File: config.mk
export PLATFORM = sky130hd
export DESIGN_NAME = extint_sampler
export DESIGN_NICKNAME = d
export VERILOG_FILES = /design/src/rtl/extint_pkg.sv /design/src/rtl/extint_sync.sv /design/src/rtl/extint_mode_reg.sv /design/src/rtl/extint_tick_gen.sv /design/src/rtl/extint_line.sv /design/src/rtl/extint_sampler.sv
export SDC_FILE = /design/constraint.sdc
export NUM_CORES = 1
export LEC_CHECK = 0
export BUFFER_PORTS_ARGS = -buffer_cell sky130_fd_sc_hd__buf_2
export CAP_MARGIN = 20
export CORE_MARGIN = 3
export CORE_UTILIZATION = 28
export DETAILED_ROUTE_END_ITERATION = 8
export PLACE_DENSITY = 0.54
export SYNTH_ARGS = -nofsm -noshare
export SYNTH_HDL_FRONTEND = slang
export SYNTH_HIERARCHICAL = 1
export SYNTH_SLANG_ARGS = --single-unit
File: constraint.sdc
create_clock -name clk -period 2 [get_ports clk]
set_clock_uncertainty 0.1 [all_clocks]
set_input_delay 0.3 -clock clk [delete_from_list [all_inputs] [get_ports clk]]
set_output_delay 0.3 -clock clk [all_outputs]
set_load 0.005 [all_outputs]
File: src/rtl/extint_pkg.sv
package extint_pkg;
  localparam int LINES     = 8;
  localparam int DIV_W     = 3;
  localparam int MAX_SHIFT = 6;
  localparam int CNT_W     = MAX_SHIFT;
  localparam int REG_W     = 16;
  localparam int DIV_LSB   = 12;
  localparam int SRC_BIT   = 10;
  localparam logic [REG_W-1:0] WMASK = 16'h74FF;

  typedef struct packed {
    logic [DIV_W-1:0] div;
    logic             src_hi;
    logic [LINES-1:0] samp_en;
  } mode_t;

  // Edge count at which the tick fires; the unused top code aliases to divide-by-1
  function automatic logic [CNT_W-1:0] div_limit(input logic [DIV_W-1:0] code);
    logic [CNT_W:0] one_hot;
    if (int'(code) > MAX_SHIFT) begin
      return '0;
    end
    one_hot = (CNT_W+1)'(1) << code;
    return CNT_W'(one_hot - 1'b1);
  endfunction
endpackage

File: src/rtl/extint_sync.sv
module extint_sync #(
  parameter int W      = 1,
  parameter int STAGES = 2
) (
  input  logic         clk,
  input  logic         rst,
  input  logic [W-1:0] d,
  output logic [W-1:0] q
);
  logic [STAGES-1:0][W-1:0] stg;

  always_ff @(posedge clk) begin
    if (rst) begin
      stg[0] <= '0;
    end else begin
      stg[0] <= d;
    end
  end

  for (genvar i = 1; i < STAGES; i++) begin : g_stage
    always_ff @(posedge clk) begin
      if (rst) begin
        stg[i] <= '0;
      end else begin
        stg[i] <= stg[i-1];
      end
    end
  end

  assign q = stg[STAGES-1];
endmodule

File: src/rtl/extint_mode_reg.sv
module extint_mode_reg
  import extint_pkg::*;
(
  input  logic             clk,
  input  logic             rst,
  input  logic             wr_en,
  input  logic [1:0]       wr_be,
  input  logic [REG_W-1:0] wr_data,
  output mode_t            mode_o,
  output logic             restart_o,
  output logic [REG_W-1:0] rd_data
);
  mode_t            mode_q;
  mode_t            mode_d;
  logic [REG_W-1:0] packed_val;

  always_comb begin
    mode_d = mode_q;
    if (wr_en && wr_be[0]) begin
      mode_d.samp_en = wr_data[LINES-1:0];
    end
    if (wr_en && wr_be[1]) begin
      mode_d.div    = wr_data[DIV_LSB +: DIV_W];
      mode_d.src_hi = wr_data[SRC_BIT];
    end
  end

  // Restart only when the tick timing actually changes
  assign restart_o = (mode_d.div != mode_q.div) || (mode_d.src_hi != mode_q.src_hi);

  always_comb begin
    packed_val                     = '0;
    packed_val[LINES-1:0]          = mode_q.samp_en;
    packed_val[SRC_BIT]            = mode_q.src_hi;
    packed_val[DIV_LSB +: DIV_W]   = mode_q.div;
  end

  always_ff @(posedge clk) begin
    if (rst) begin
      mode_q  <= '0;
      rd_data <= '0;
    end else begin
      mode_q  <= mode_d;
      rd_data <= packed_val & WMASK;
    end
  end

  assign mode_o = mode_q;
endmodule

File: src/rtl/extint_tick_gen.sv
module extint_tick_gen
  import extint_pkg::*;
(
  input  logic             clk,
  input  logic             rst,
  input  logic             src_lo,
  input  logic             src_hi,
  input  logic             sel_hi,
  input  logic [DIV_W-1:0] div_code,
  input  logic             restart,
  output logic             tick_o
);
  logic [1:0]       src_s;
  logic             sel;
  logic             prev_q;
  logic             rise;
  logic [CNT_W-1:0] cnt_q;
  logic [CNT_W-1:0] limit;

  extint_sync #(.W(2), .STAGES(2)) u_src_sync (
    .clk (clk),
    .rst (rst),
    .d   ({src_hi, src_lo}),
    .q   (src_s)
  );

  assign sel   = sel_hi ? src_s[1] : src_s[0];
  assign rise  = sel & ~prev_q;
  assign limit = div_limit(div_code);

  always_ff @(posedge clk) begin
    if (rst) begin
      prev_q <= 1'b0;
      cnt_q  <= '0;
      tick_o <= 1'b0;
    end else begin
      prev_q <= sel;
      tick_o <= 1'b0;
      if (restart) begin
        cnt_q <= '0;
      end else if (rise) begin
        if (cnt_q >= limit) begin
          cnt_q  <= '0;
          tick_o <= 1'b1;
        end else begin
          cnt_q <= cnt_q + 1'b1;
        end
      end
    end
  end
endmodule

File: src/rtl/extint_line.sv
module extint_line (
  input  logic clk,
  input  logic rst,
  input  logic sync_in,
  input  logic samp_en,
  input  logic tick,
  output logic level_o
);
  always_ff @(posedge clk) begin
    if (rst) begin
      level_o <= 1'b0;
    end else if (!samp_en || tick) begin
      level_o <= sync_in;
    end
  end
endmodule

File: src/rtl/extint_sampler.sv
module extint_sampler
  import extint_pkg::*;
(
  input  logic             clk,
  input  logic             rst,
  input  logic             wr_en,
  input  logic [1:0]       wr_be,
  input  logic [REG_W-1:0] wr_data,
  output logic [REG_W-1:0] rd_data,
  input  logic             src_lo,
  input  logic             src_hi,
  input  logic [LINES-1:0] irq_in,
  output logic [LINES-1:0] irq_level
);
  mode_t            mode;
  logic             restart;
  logic             samp_tick;
  logic [LINES-1:0] irq_sync;

  extint_mode_reg u_reg (
    .clk       (clk),
    .rst       (rst),
    .wr_en     (wr_en),
    .wr_be     (wr_be),
    .wr_data   (wr_data),
    .mode_o    (mode),
    .restart_o (restart),
    .rd_data   (rd_data)
  );

  extint_tick_gen u_tick (
    .clk      (clk),
    .rst      (rst),
    .src_lo   (src_lo),
    .src_hi   (src_hi),
    .sel_hi   (mode.src_hi),
    .div_code (mode.div),
    .restart  (restart),
    .tick_o   (samp_tick)
  );

  extint_sync #(.W(LINES), .STAGES(2)) u_in_sync (
    .clk (clk),
    .rst (rst),
    .d   (irq_in),
    .q   (irq_sync)
  );

  for (genvar n = 0; n < LINES; n++) begin : g_line
    extint_line u_line (
      .clk     (clk),
      .rst     (rst),
      .sync_in (irq_sync[n]),
      .samp_en (mode.samp_en[n]),
      .tick    (samp_tick),
      .level_o (irq_level[n])
    );
  end
endmodule

# Word-level counts from Yosys, hierarchy flattened
# Cells that the tools add are included.
[op_classes]
add_sub_neg = 2
order_cmp = 2
eq_ne = 2
shifts = 1
mux = 7
n_bitwise = 3
n_reduce_logical = 21
[op_table]
columns = ["cell", "n"]
rows = [
  ["$mux 6", 3],
  ["$logic_or 1x1->1", 9],
  ["$logic_not 1->1", 8],
  ["$add 6x1->6 const B", 1],
  ["$ge 6x6->1", 1],
  ["$shl 1x3->6 const A", 1],
  ["$sub 6x1->6 const B", 1],
  ["$mux 4", 1],
  ["$gt 3x3->1 const B", 1],
  ["$mux 1", 3],
  ["$ne 3x3->1", 1],
  ["$reduce_or 3->1", 1],
  ["$logic_and 1x1->1", 2],
  ["$not 1->1", 2],
  ["$reduce_or 2->1", 1],
  ["$and 1x1->1", 1],
  ["$ne 1x1->1", 1],
]
[word_totals]
regBits = 64
input_bits = 31
output_inout_bits = 24
word_cells = 58

# Depth between registers and ports, before layout
# Gate-level depths: netlist of run 1.
[logic_depth]
depth_word = 5
mapped_depth = 7
ltp_nobuf = 7

# By module
# The synthesis of run 1 kept the hierarchy.
[modules_own_cells]
columns = ["module", "n_inst", "cells_per_inst", "area_per_inst_um2", "seq_area_each_um2"]
rows = [
  ["extint_mode_reg", 1, 91, 973.4, 480.5],
  ["extint_tick_gen", 1, 57, 606.8, 160.2],
  ["extint_sync at u_in_sync", 1, 41, 524.3, 320.3],
  ["extint_line", 8, 5, 50.0, 20.0],
  ["extint_sync at u_tick.u_src_sync", 1, 10, 120.1, 80.1],
]

# Worst setup path after synthesis of run 1
# No wires, ideal clock.
[synth_timing]
path_type = "flip-flop to flip-flop"
from = "reg u_reg.mode_q, in the netlist u_reg/mode_o[11]"
to = "reg u_tick.cnt_q[3]"
setup_time_ps = 116
arrival_ps = 1815
required_time_ps = 1784
setup_slack_ps = -31
path_stages_with_launch = 8
n_path_buf = 0
synth_period_minus_slack_ps = 2031
path_cell_list = "dfxtp_1 > and3_1 > nor2_1 > ha_1 > nand2b_1 > a21oi_1 > o221ai_2 > a2111oi_0"
[synth_via]
elab_chain_cells = 5
word_cells_on_any_way = 11
classes_between = "1 x add/sub; 2 x order compare; 1 x eq/ne; 1 x shift; 4 x mux; 2 x reduce/logical"
[synth_rtl]
columns = ["item", "line_no", "rtl"]
rows = [
  ["start, declared", "extint_mode_reg.sv:13", "mode_t mode_q;"],
  ["start signal, assigned", "extint_mode_reg.sv:43", "mode_q <= mode_d;"],
  ["$shl 1x3->6 or $gt 3x3->1 (tied branches)", "extint_pkg.sv:23, extint_pkg.sv:20", ""],
  ["$sub 6x1->6 or $mux 1 (tied branches)", "extint_pkg.sv:24, extint_pkg.sv:20", ""],
  ["$mux 6", "extint_pkg.sv:23", "one_hot = (CNT_W+1)'(1) << code;"],
  ["$ge 6x6->1", "extint_tick_gen.sv:42", "if (cnt_q >= limit) begin"],
  ["$mux 6", "extint_tick_gen.sv:42", ""],
  ["end signal, assigned", "extint_tick_gen.sv:46", "cnt_q <= cnt_q + 1'b1;"],
  ["end, declared", "extint_tick_gen.sv:17", "logic [CNT_W-1:0] cnt_q;"],
]
# Parallel ways exist; a longest one is shown, timed or not.
# A chain may end at the register's enable or synchronous reset.

# Final worst setup path of run 1
[layout_timing]
from = "reg u_reg.mode_q, in the netlist u_reg/mode_o[10]"
to = "reg u_tick.cnt_q[1]"
# Same word-level chain as after synthesis.

==> impl_metrics.py, run 1 <==
metrics = {
    "run_status": {
        "status": "finished, final reports clean",
    },
    "synth": {
        "synthFlopType": "dfxtp_1",
        "syn_inst": 239,
        "ys_ff_latch": 60,
        "synth_compound_area_frac": 0.136,
        "synth-xor-area-share": 0.0367,
        "syn_area_um2": 2630,
        "synth_adder_area_share": 0.0334,
        "synth_mux_area_frac": 0.0124,
        "syn_avg_cell_area_um2": 11.0,
        "yosys.area_share.simple": 0.243,
        "ys_warn_count": 6,
        "async_flop_share": 0,
        "synth_seq_area_share": 0.458,
        "synth_top_family_by_area": "simple AND/OR/NAND/NOR gates",
        "synth_edf_count": 0,
        "synth.distinct_cells": 42,
    },
    "critical_path": {
        "crit_path_start_kind": "flop",
        "cpLargestDelayFamily": "compound AO/OA/AOI/OAI gates",
        "slowest_stage": "dfxtp_2",
        "worst-path-buf-inv": 2,
        "crit_arrival_ns": 2.11,
        "critical_path.max_fanout": 7,
        "crit_chain": "buf_4, nand2_1, xor2_1, ha_1, nand4_1, o221ai_4, buf_12, a2111oi_4",
        "cp_data_required_time_ns": 2.14,
        "end_kind": "flop",
        "max_stage_delay_ns": 0.37,
        "critPathKind": "reg -> reg",
    },
    "worst_hold_path": {
        "hold_path.class": "in -> reg",
    },
    "clock_tree": {
        "clockRootBuffer": "clkbuf_8",
        "clk-insertion-delay-late_ns": 0.34,
        "clockBufferDepth": 2,
        "cts.sinks": 60,
        "cts_buffers": 9,
        "tritoncts": "built",
        "clkTransAtPathRegs_ns": 0.07,
        "htreeDepth": 3,
        "hold_buffers": 0,
    },
    "power": {
        "switchingPower_w": 0.000650,
        "vdd_drop_max_mv": 0.280,
        "switching_share": 0.235,
        "powerDensity_nw_per_um2": 846,
        "leakagePower_nw": 1.30,
        "sequentialPowerShare": 0.457,
        "total_power_w": 0.00276,
        "combPwrFrac": 0.102,
        "pwr-share-clk": 0.441,
        "p_int_w": 0.00211,
    },
    "drt": {
        "wl_per_cell_um": 13.2,
        "avgViaCountPerCell": 4.47,
        "drc": 0,
        "via_count": 1785,
        "antenna_left": 0,
        "drt_iter0_drc": 54,
        "wl_um": 5250,
        "firstDrtPassIters": 4,
    },
    "final_layout": {
        "mostFrequentLayoutCell": "dfxtp_1",
        "design_area_um2": 3260,
        "antenna_cells": 0,
        "drive_above_1_share": 0.399,
        "final_nets": 324,
        "area.growth.synth_to_final_pct": 24.4,
        "final_cell_mix": "dfxtp_1 (57), buf_2 (46), nor2b_1 (19), nand3_1 (13)",
        "fin_util": 0.365,
    },
    "floorplan": {
        "die_area_um2": 10600,
        "die-width_um": 103,
        "ios": 55,
        "rows": 34,
        "start_util": 0.294,
        "core_um2": 8930,
        "die_h_um": 103,
    },
    "global_routing": {
        "antenna_found_initial": 0,
        "overflow": 0,
        "grt_pass1_wl_um": 7980,
        "grt_max_degree": 69,
        "globalRouteTotalUtil": 0.102,
        "grt_pass1_vias": 1617,
    },
    "sta": {
        "hold-worst-slack_ns": 0.0668,
        "slew_viol_final": 0,
        "hold_viol_final": 0,
        "tightest_slew_ns": 0.522,
        "slew_headroom": 0.652,
        "finalCritPeriodShare": 0.986,
        "setup_viol": 0,
        "period_minus_slack_ns": 1.97,
        "rsz0062_at_grt": "yes",
        "fin_tns_setup_ns": 0,
        "max_freq_mhz": 507,
    },
    "placement": {
        "place_congestion": 0.741,
        "portBuffers": 46,
        "dpl-instance-area_um2": 2880,
        "hpwl_um": 3250,
    },
    "flow_run": {
        "maxCapViolCount": 0,
    },
}
-- logic make-up after synthesis --
family / Yosys count
compound gates: 44
xor+xnor: 11
fa+ha+maj: 7
buf+inv: 24
flops: 60
mux: 2
other cells: 1
simple gates: 90
-- through the flow --
step | std cells | setup slack, ns
4_1_cts | 398 | 0.00187
5_1_grt | 399 | -0.0784
3_5_place_dp | 382 | -0.0799
6_report | 399 | 0.0288
3_3_place_gp | 382 | -0.0312
2_1_floorplan | 242 | 0.0208
-- final timing paths --
path	depth (start not counted)	slack [ns]	start	endpoint
setup / recovery	8	0.03	u_reg/mode_o[10]	u_tick/cnt_q[1]
hold / removal	2	0.07	irq_in[1]	u_in_sync/stg[1]
setup reg to reg	8	0.03	u_reg/mode_o[10]	u_tick/cnt_q[1]
hold reg to reg	1	0.34	u_tick/u_src_sync/stg[1]	u_tick/u_src_sync/q[1]
-- worst reg2reg max path, cell delays in order, from the launching register on --
cell and delay [ns]:
dfxtp_2 0.37, buf_4 0.15, nand2_1 0.09, xor2_1 0.16
ha_1 0.28, nand4_1 0.15, o221ai_4 0.12, buf_12 0.17
a2111oi_4 0.28
-- sequential cells by signal (all words and copies together) (netlist names) --
signal,flops
u_tick/prev_q,1
u_in_sync/stg,8
u_in_sync/q,8
u_tick/u_src_sync/stg,2
g_line.u_line/level_o,8
u_reg/mode_o,12
u_reg/rd_data,12
u_tick/tick_o,1
u_tick/cnt_q,6
u_tick/u_src_sync/q,2
-- cells in the mapped netlist (2+ instances only) --
| cell type | number | share of area |
|---|---|---|
| o21ai_1 | 8 | 0.015 |
| a21bo_2 | 5 | 0.019 |
| a21oi_1 | 13 | 0.025 |
| buf_4 | 14 | 0.040 |
| nand2_1 | 6 | 0.0086 |
| and2b_1 | 8 | 0.023 |
| and2b_2 | 6 | 0.020 |
| nor2b_2 | 7 | 0.023 |
| nor2_1 | 3 | 0.0043 |
| nand3_1 | 13 | 0.025 |
| nor3_2 | 2 | 0.0076 |
| clkbuf_8 | 2 | 0.010 |
| a2111oi_2 | 5 | 0.029 |
| and3_1 | 2 | 0.0048 |
| buf_6 | 3 | 0.013 |
| xor2_1 | 2 | 0.0067 |
| xnor2_1 | 9 | 0.030 |
| dfxtp_1 | 60 | 0.46 |
| buf_8 | 2 | 0.011 |
| nor2b_1 | 19 | 0.045 |
| ha_1 | 7 | 0.033 |
| nand2b_1 | 9 | 0.021 |
| nand4bb_1 | 8 | 0.034 |
| a21oi_2 | 2 | 0.0067 |
| a21bo_1 | 7 | 0.027 |
-- layout make-up --
class	instances	area (um^2)
fillers	911	5670
multi-input cells	158	1370
flip-flops and latches	60	1200
repair buffers	56	330
clock buffers	11	141
well taps	108	135
clock inverters	5	75.1
inverters	1	3.75
-- per-layer routing --
layer	track usage	vias to the layer above	wire (um)	share of wire
li1	-	899	-	-
met3	0.0359	11	261	0.050
met1	0.133	833	2540	0.48
met5	0	-	0	0
met4	0.0627	0	142	0.027
met2	0.142	42	2310	0.44
-- power groups by stage --
stage / clock (W) / combinational (W) / sequential, W
CTS: 0.00127 / 0.000235 / 0.00126
global route: 0.00132 / 0.000307 / 0.00127
finish: 0.00122 / 0.000282 / 0.00126
detailed placement: 0 / 0.000225 / 0.00129
floorplan: 0 / 0.000164 / 0.00129
global placement: 0 / 0.000221 / 0.00129
-- what timing repair did --
| item | 4_1_cts | 5_1_grt |
|---|---|---|
| buffers inserted | 0 | 1 |
| gates resized for setup | 4 | 15 |
| setup endpoints to repair | 6 | 7 |
| pin swaps | 5 | 5 |
(Power assumes the default switching activity.)
==> run 2: changes to the inputs <==
--- a/config.mk
+++ b/config.mk
@@ -7,10 +7,12 @@
 export LEC_CHECK = 0
 export BUFFER_PORTS_ARGS = -buffer_cell sky130_fd_sc_hd__buf_2
 export CAP_MARGIN = 20
+export CELL_PAD_IN_SITES_DETAIL_PLACEMENT = 0
+export CELL_PAD_IN_SITES_GLOBAL_PLACEMENT = 1
 export CORE_MARGIN = 3
 export CORE_UTILIZATION = 28
 export DETAILED_ROUTE_END_ITERATION = 8
-export PLACE_DENSITY = 0.54
+export PLACE_DENSITY = 0.64
 export SYNTH_ARGS = -nofsm -noshare
 export SYNTH_HDL_FRONTEND = slang
 export SYNTH_HIERARCHICAL = 1
==> impl_metrics.py, run 2 (synthesis gave the netlist of run 1 again) <==
metrics = {
    "placement": {
        "hpwl_um": 3350,
        "place_congestion": 0.695,
        "dpl-instance-area_um2": 2900,
        "portBuffers": 46,
    },
    "drt": {
        "drc": 0,
        "wl_um": 5040,
        "firstDrtPassIters": 4,
        "wl_per_cell_um": 12.6,
        "drt_iter0_drc": 30,
        "antenna_left": 0,
        "avgViaCountPerCell": 4.41,
        "via_count": 1763,
    },
    "clock_tree": {
        "clockRootBuffer": "clkbuf_8",
        "htreeDepth": 3,
        "clkTransAtPathRegs_ns": 0.07,
        "tritoncts": "built",
        "clk-insertion-delay-late_ns": 0.33,
        "postCtsSetupRepairBufs": 0,
        "cts_buffers": 9,
        "cts.sinks": 60,
        "clockBufferDepth": 2,
    },
    "run_status": {
        "status": "finished, final reports clean",
    },
    "final_layout": {
        "area.growth.synth_to_final_pct": 22.6,
        "fill_cells": 942,
        "drive_above_1_share": 0.397,
        "antenna_cells": 0,
        "mostFrequentLayoutCell": "dfxtp_1",
        "final_cell_mix": "dfxtp_1 (57), buf_2 (46), nor2b_1 (19), nand3_1 (13)",
        "design_area_um2": 3220,
        "seqCellArea_um2": 1210,
        "final_nets": 326,
        "multi_input_area_um2": 1330,
    },
    "flow_run": {
        "maxCapViolCount": 0,
    },
    "critical_path": {
        "crit_arrival_ns": 2.10,
        "critPathKind": "reg -> reg",
        "crit_path_start_kind": "flop",
        "critical_path.max_fanout": 7,
        "end_kind": "flop",
        "cp_data_required_time_ns": 2.17,
    },
    "global_routing": {
        "antenna_found_initial": 0,
        "grt_pass1_wl_um": 8100,
        "grt_pass1_vias": 1637,
        "overflow": 0,
        "globalRouteTotalUtil": 0.101,
        "grt_max_degree": 53,
    },
    "floorplan": {
        "rows": 34,
        "core_um2": 8930,
        "die_area_um2": 10600,
        "die_h_um": 103,
        "start_util": 0.294,
        "ios": 55,
        "die-width_um": 103,
    },
    "sta": {
        "hold_viol_final": 0,
        "setup_viol": 0,
        "max_freq_mhz": 519,
        "fin_tns_setup_ns": 0,
        "finalCritPeriodShare": 0.963,
        "slew_viol_final": 0,
        "period_minus_slack_ns": 1.93,
        "tightest_slew_ns": 0.550,
        "slew_headroom": 0.633,
        "rsz0062_at_grt": "yes",
    },
    "power": {
        "combPwrFrac": 0.095,
        "pwr-share-clk": 0.433,
        "switching_share": 0.231,
        "powerDensity_nw_per_um2": 831,
        "switchingPower_w": 0.000616,
        "p_int_w": 0.00206,
        "leakagePower_nw": 1.30,
        "sequentialPowerShare": 0.472,
        "vdd_drop_max_mv": 0.455,
    },
    "worst_hold_path": {
        "hold_path.class": "in -> reg",
    },
}
[run 2: worst paths after layout]
check | from | to | slack (ns) | cells past startpoint
max | u_reg/mode_o[10] | u_tick/tick_o | 0.07 | 7
min reg2reg | u_in_sync/stg[5] | u_in_sync/q[5] | 0.33 | 1
min | irq_in[0] | u_in_sync/stg[0] | 0.08 | 2
max reg2reg | u_reg/mode_o[10] | u_tick/tick_o | 0.07 | 7
[run 2: layout make-up]
class | instances | area share
tap | 108 | 0.0420
multi-input combinational | 158 | 0.413
clock buffer | 10 | 0.0397
clock inverter | 5 | 0.0241
inverter | 1 | 0.00117
sequential | 60 | 0.375
timing repair buffer | 58 | 0.105
[run 2: worst max-delay path, cell delays in order (launching register included)]
cell      delay, ns
dfxtp_4        0.37
buf_6          0.11
xor2_1         0.14
nand2_1        0.11
ha_4           0.29
nand4_1        0.12
o221ai_4       0.39
and3_4         0.24
[run 2: per-stage QoR]
step                      worst slack, ns  hold slack [ns]  utilization  total power (W)  instances
after floorplan                    0.0208            0.269            -          0.00145        242
after global placement            -0.0435            0.318        0.325          0.00151        385
after detailed placement          -0.0758            0.321        0.325          0.00152        385
after CTS                         0.00476           0.0548        0.350          0.00270        400
after global routing              -0.0534           0.0596        0.360          0.00281        400
final                              0.0734           0.0757        0.360          0.00267        400
[run 2: power groups by stage]
stage | logic (W) | registers (W) | clock network (W)
3_5_place_dp | 0.000228 | 0.00129 | 0
2_1_floorplan | 0.000164 | 0.00129 | 0
3_3_place_gp | 0.000225 | 0.00129 | 0
5_1_grt | 0.000281 | 0.00127 | 0.00126
4_1_cts | 0.000239 | 0.00126 | 0.00120
6_report | 0.000253 | 0.00126 | 0.00116
[run 2: routing by layer]
metal,wire [um],vias up,share of wire,GRT usage
met5,0,-,0,0
met4,51,0,0.010,0.0329
met3,321,6,0.064,0.0494
met2,2270,37,0.45,0.144
met1,2390,816,0.48,0.133
li1,-,904,-,-
[run 2: timing repair]
action / CTS / global route
pin swaps: 2 / 13
cloned: 0 / 0
gates resized for setup: 4 / 13
endpoints found under the setup margin: 6 / 7
hold buffers: 0 / 0
==> run 3: changes to the inputs <==
--- a/config.mk
+++ b/config.mk
@@ -12,8 +12,8 @@
 export CORE_MARGIN = 3
 export CORE_UTILIZATION = 28
 export DETAILED_ROUTE_END_ITERATION = 8
-export PLACE_DENSITY = 0.64
+export PLACE_DENSITY = 0.66
+export REMOVE_ABC_BUFFERS = 1
 export SYNTH_ARGS = -nofsm -noshare
 export SYNTH_HDL_FRONTEND = slang
-export SYNTH_HIERARCHICAL = 1
 export SYNTH_SLANG_ARGS = --single-unit
==> impl_metrics.py, run 3 <==
metrics = {
    "run_status": {
        "status": "finished with violations",
        "violations": "setup timing",
    },
    "synth": {
        "ys_warn_count": 0,
        "synth.distinct_cells": 35,
        "synth_edf_count": 0,
        "syn_area_um2": 2360,
        "synth.top_cell.area_share": 0.508,
        "syn_avg_cell_area_um2": 9.68,
        "yosys-top-cells-area": "dfxtp_1 (51%), nor2b_1 (8.7%), ha_1 (4.2%)",
        "syn_inst": 244,
        "synth_seq_area_share": 0.508,
        "synthFlopType": "dfxtp_1",
        "synth.most_common_cell": "dfxtp_1",
        "async_flop_share": 0,
        "yosysTopAreaCell": "dfxtp_1",
        "ys_ff_latch": 60,
        "synthTopCellsByCount": "dfxtp_1 (60), nor2b_1 (33), nand2_1 (22)",
    },
    "power": {
        "sequentialPowerShare": 0.451,
        "p_int_w": 0.00220,
        "leakagePower_nw": 1.27,
        "switchingPower_w": 0.000590,
        "combPwrFrac": 0.086,
        "powerDensity_nw_per_um2": 940,
        "pwr-share-clk": 0.464,
        "switching_share": 0.211,
        "vdd_drop_max_mv": 0.356,
    },
    "final_layout": {
        "fin_cells": 396,
        "drive_above_1_share": 0.286,
        "final_nets": 329,
        "antenna_cells": 0,
        "area.growth.synth_to_final_pct": 25.7,
        "seqCellArea_um2": 1200,
        "multi_input_area_um2": 1090,
        "fill_cells": 833,
        "mostFrequentLayoutCell": "dfxtp_1",
        "final_cell_mix": "dfxtp_1 (60), buf_2 (46), nor2b_1 (32), nand2_1 (22), a21oi_1 (15)",
        "fin_util": 0.373,
    },
    "critical_path": {
        "max_stage_delay_ns": 0.40,
        "crit_chain": "or3_4, ha_4, nor2b_4, nand2b_1, a21oi_1, a21oi_1, ha_1, a21o_1, a31oi_2, o21ai_4, a221oi_2",
        "critical_path.max_fanout": 7,
        "r2r-start": "u_reg.mode_o[11]",
        "cp-endpoint": "u_tick.cnt_q[1]",
        "cp-startpoint": "u_reg.mode_o[11]",
        "r2r_slack_ns": -0.47,
        "crit_arrival_ns": 2.61,
        "r2r_cells": 11,
        "r2r-end": "u_tick.cnt_q[1]",
        "cpLargestDelayFamily": "compound AO/OA/AOI/OAI gates",
        "path_depth": 11,
        "cp_data_required_time_ns": 2.14,
        "critPathKind": "reg -> reg",
        "crit_path_start_kind": "flop",
        "worst-path-buf-inv": 0,
        "crit_top_cell": "a21oi_1",
        "slowest_stage": "or3_4",
        "end_kind": "flop",
    },
    "floorplan": {
        "core_um2": 7970,
        "ios": 55,
        "rows": 32,
        "start_util": 0.296,
        "die-width_um": 97.9,
        "die_h_um": 97.9,
        "die_area_um2": 9570,
    },
    "global_routing": {
        "grt_pass1_wl_um": 8090,
        "grt_max_degree": 37,
        "grt_pass1_vias": 1640,
        "overflow": 0,
        "globalRouteTotalUtil": 0.106,
        "antenna_found_initial": 0,
    },
    "clock_tree": {
        "clockBufferDepth": 2,
        "htreeDepth": 3,
        "tritoncts": "built",
        "clk-insertion-delay-late_ns": 0.33,
        "clockRootBuffer": "clkbuf_8",
        "hold_buffers": 0,
        "cts_buffers": 9,
        "clkTransAtPathRegs_ns": 0.07,
        "cts.sinks": 60,
    },
    "sta": {
        "slew_viol_final": 0,
        "fin_tns_setup_ns": -3.15,
        "hold_viol_final": 0,
        "finalWorstSetupSlack_ns": -0.467,
        "finalCritPeriodShare": 1.23,
        "max_freq_mhz": 405,
        "period_minus_slack_ns": 2.47,
        "slew_headroom": 0.508,
        "rsz0062_at_grt": "yes",
        "tightest_slew_ns": 0.736,
        "setup_viol": 7,
    },
    "placement": {
        "portBuffers": 46,
        "dp_cells": 380,
        "place_congestion": 0.765,
        "hpwl_um": 3260,
    },
    "flow_run": {
        "maxCapViolCount": 0,
    },
    "drt": {
        "via_count": 1698,
        "drc": 0,
        "drt_iter0_drc": 70,
        "antenna_left": 0,
        "avgViaCountPerCell": 4.29,
        "wl_per_cell_um": 11.9,
        "wl_um": 4720,
        "firstDrtPassIters": 4,
    },
    "worst_hold_path": {
        "hold_path.class": "in -> reg",
    },
}
==> run 3: per-stage QoR <==
step / power, W / hold slack (ns) / cell area (um^2) / setup slack [ns]
floorplan: 0.00139 / 0.267 / 2230 / -0.518
global placement: 0.00149 / 0.318 / 2660 / -0.620
detailed placement: 0.00150 / 0.320 / 2660 / -0.694
CTS: 0.00284 / 0.0504 / 2960 / -0.439
global route: 0.00293 / 0.0600 / 2970 / -0.569
finish: 0.00279 / 0.0743 / 2970 / -0.467
==> run 3: final cells by class <==
| cell class | instances | share of cell area |
|---|---|---|
| Tap cell | 102 | 0.0430 |
| Timing Repair Buffer | 56 | 0.103 |
| Clock inverter | 5 | 0.0337 |
| Clock buffer | 10 | 0.0464 |
| Sequential cell | 60 | 0.405 |
| Multi-Input combinational cell | 161 | 0.367 |
| Inverter | 2 | 0.00253 |
==> run 3: power groups by stage <==
stage	logic, W	clock network [W]	registers [W]
2_1_floorplan	0.000109	0	0.00129
4_1_cts	0.000237	0.00134	0.00126
3_5_place_dp	0.000212	0	0.00128
3_3_place_gp	0.000211	0	0.00128
6_report	0.000240	0.00129	0.00126
5_1_grt	0.000269	0.00140	0.00126
==> run 3: repair_timing <==
action	CTS	global route
buffers inserted	0	1
setup endpoints to repair	7	7
pin swaps	4	2
gates resized for setup	11	1
==> run 3: per-layer routing <==
layer  track usage  up-vias  wire length [um]
met2         0.163       32              2220
met4        0.0543        0                92
met3        0.0350        9               206
met5             0        -                 0
li1              -      886                 -
met1         0.131      771              2200
==> run 3: kinds of logic after synthesis <==
family / synth area share
compound gates: 0.0763
xor+xnor: 0.0334
fa+ha+maj: 0.0424
buf+inv: 0.0620
flops: 0.508
mux: 0.0397
other cells: 0.00159
simple gates: 0.236
==> run 3: how the worst min path moves through the flow <==
stage	startpoint	cells past startpoint	endpoint	slack, ns
after floorplan	rst	1	u_reg.rd_data[14]	0.27
after global routing	irq_in[1]	2	u_in_sync.stg[1]	0.06
final	irq_in[1]	2	u_in_sync.stg[1]	0.07
after CTS	irq_in[1]	2	u_in_sync.stg[1]	0.05
after global placement	u_in_sync.stg[0]	1	u_in_sync.q[0]	0.32
after detailed placement	u_in_sync.stg[2]	1	u_in_sync.q[2]	0.32
==> run 3: worst register-to-register path, cell delays in order (launching register included) <==
cell and delay [ns]:
dfxtp_1 0.31, or3_4 0.40, ha_4 0.19, nor2b_4 0.11, nand2b_1 0.06, a21oi_1 0.13, a21oi_1 0.06, ha_1 0.30
a21o_1 0.18, a31oi_2 0.19, o21ai_4 0.12, a221oi_2 0.24
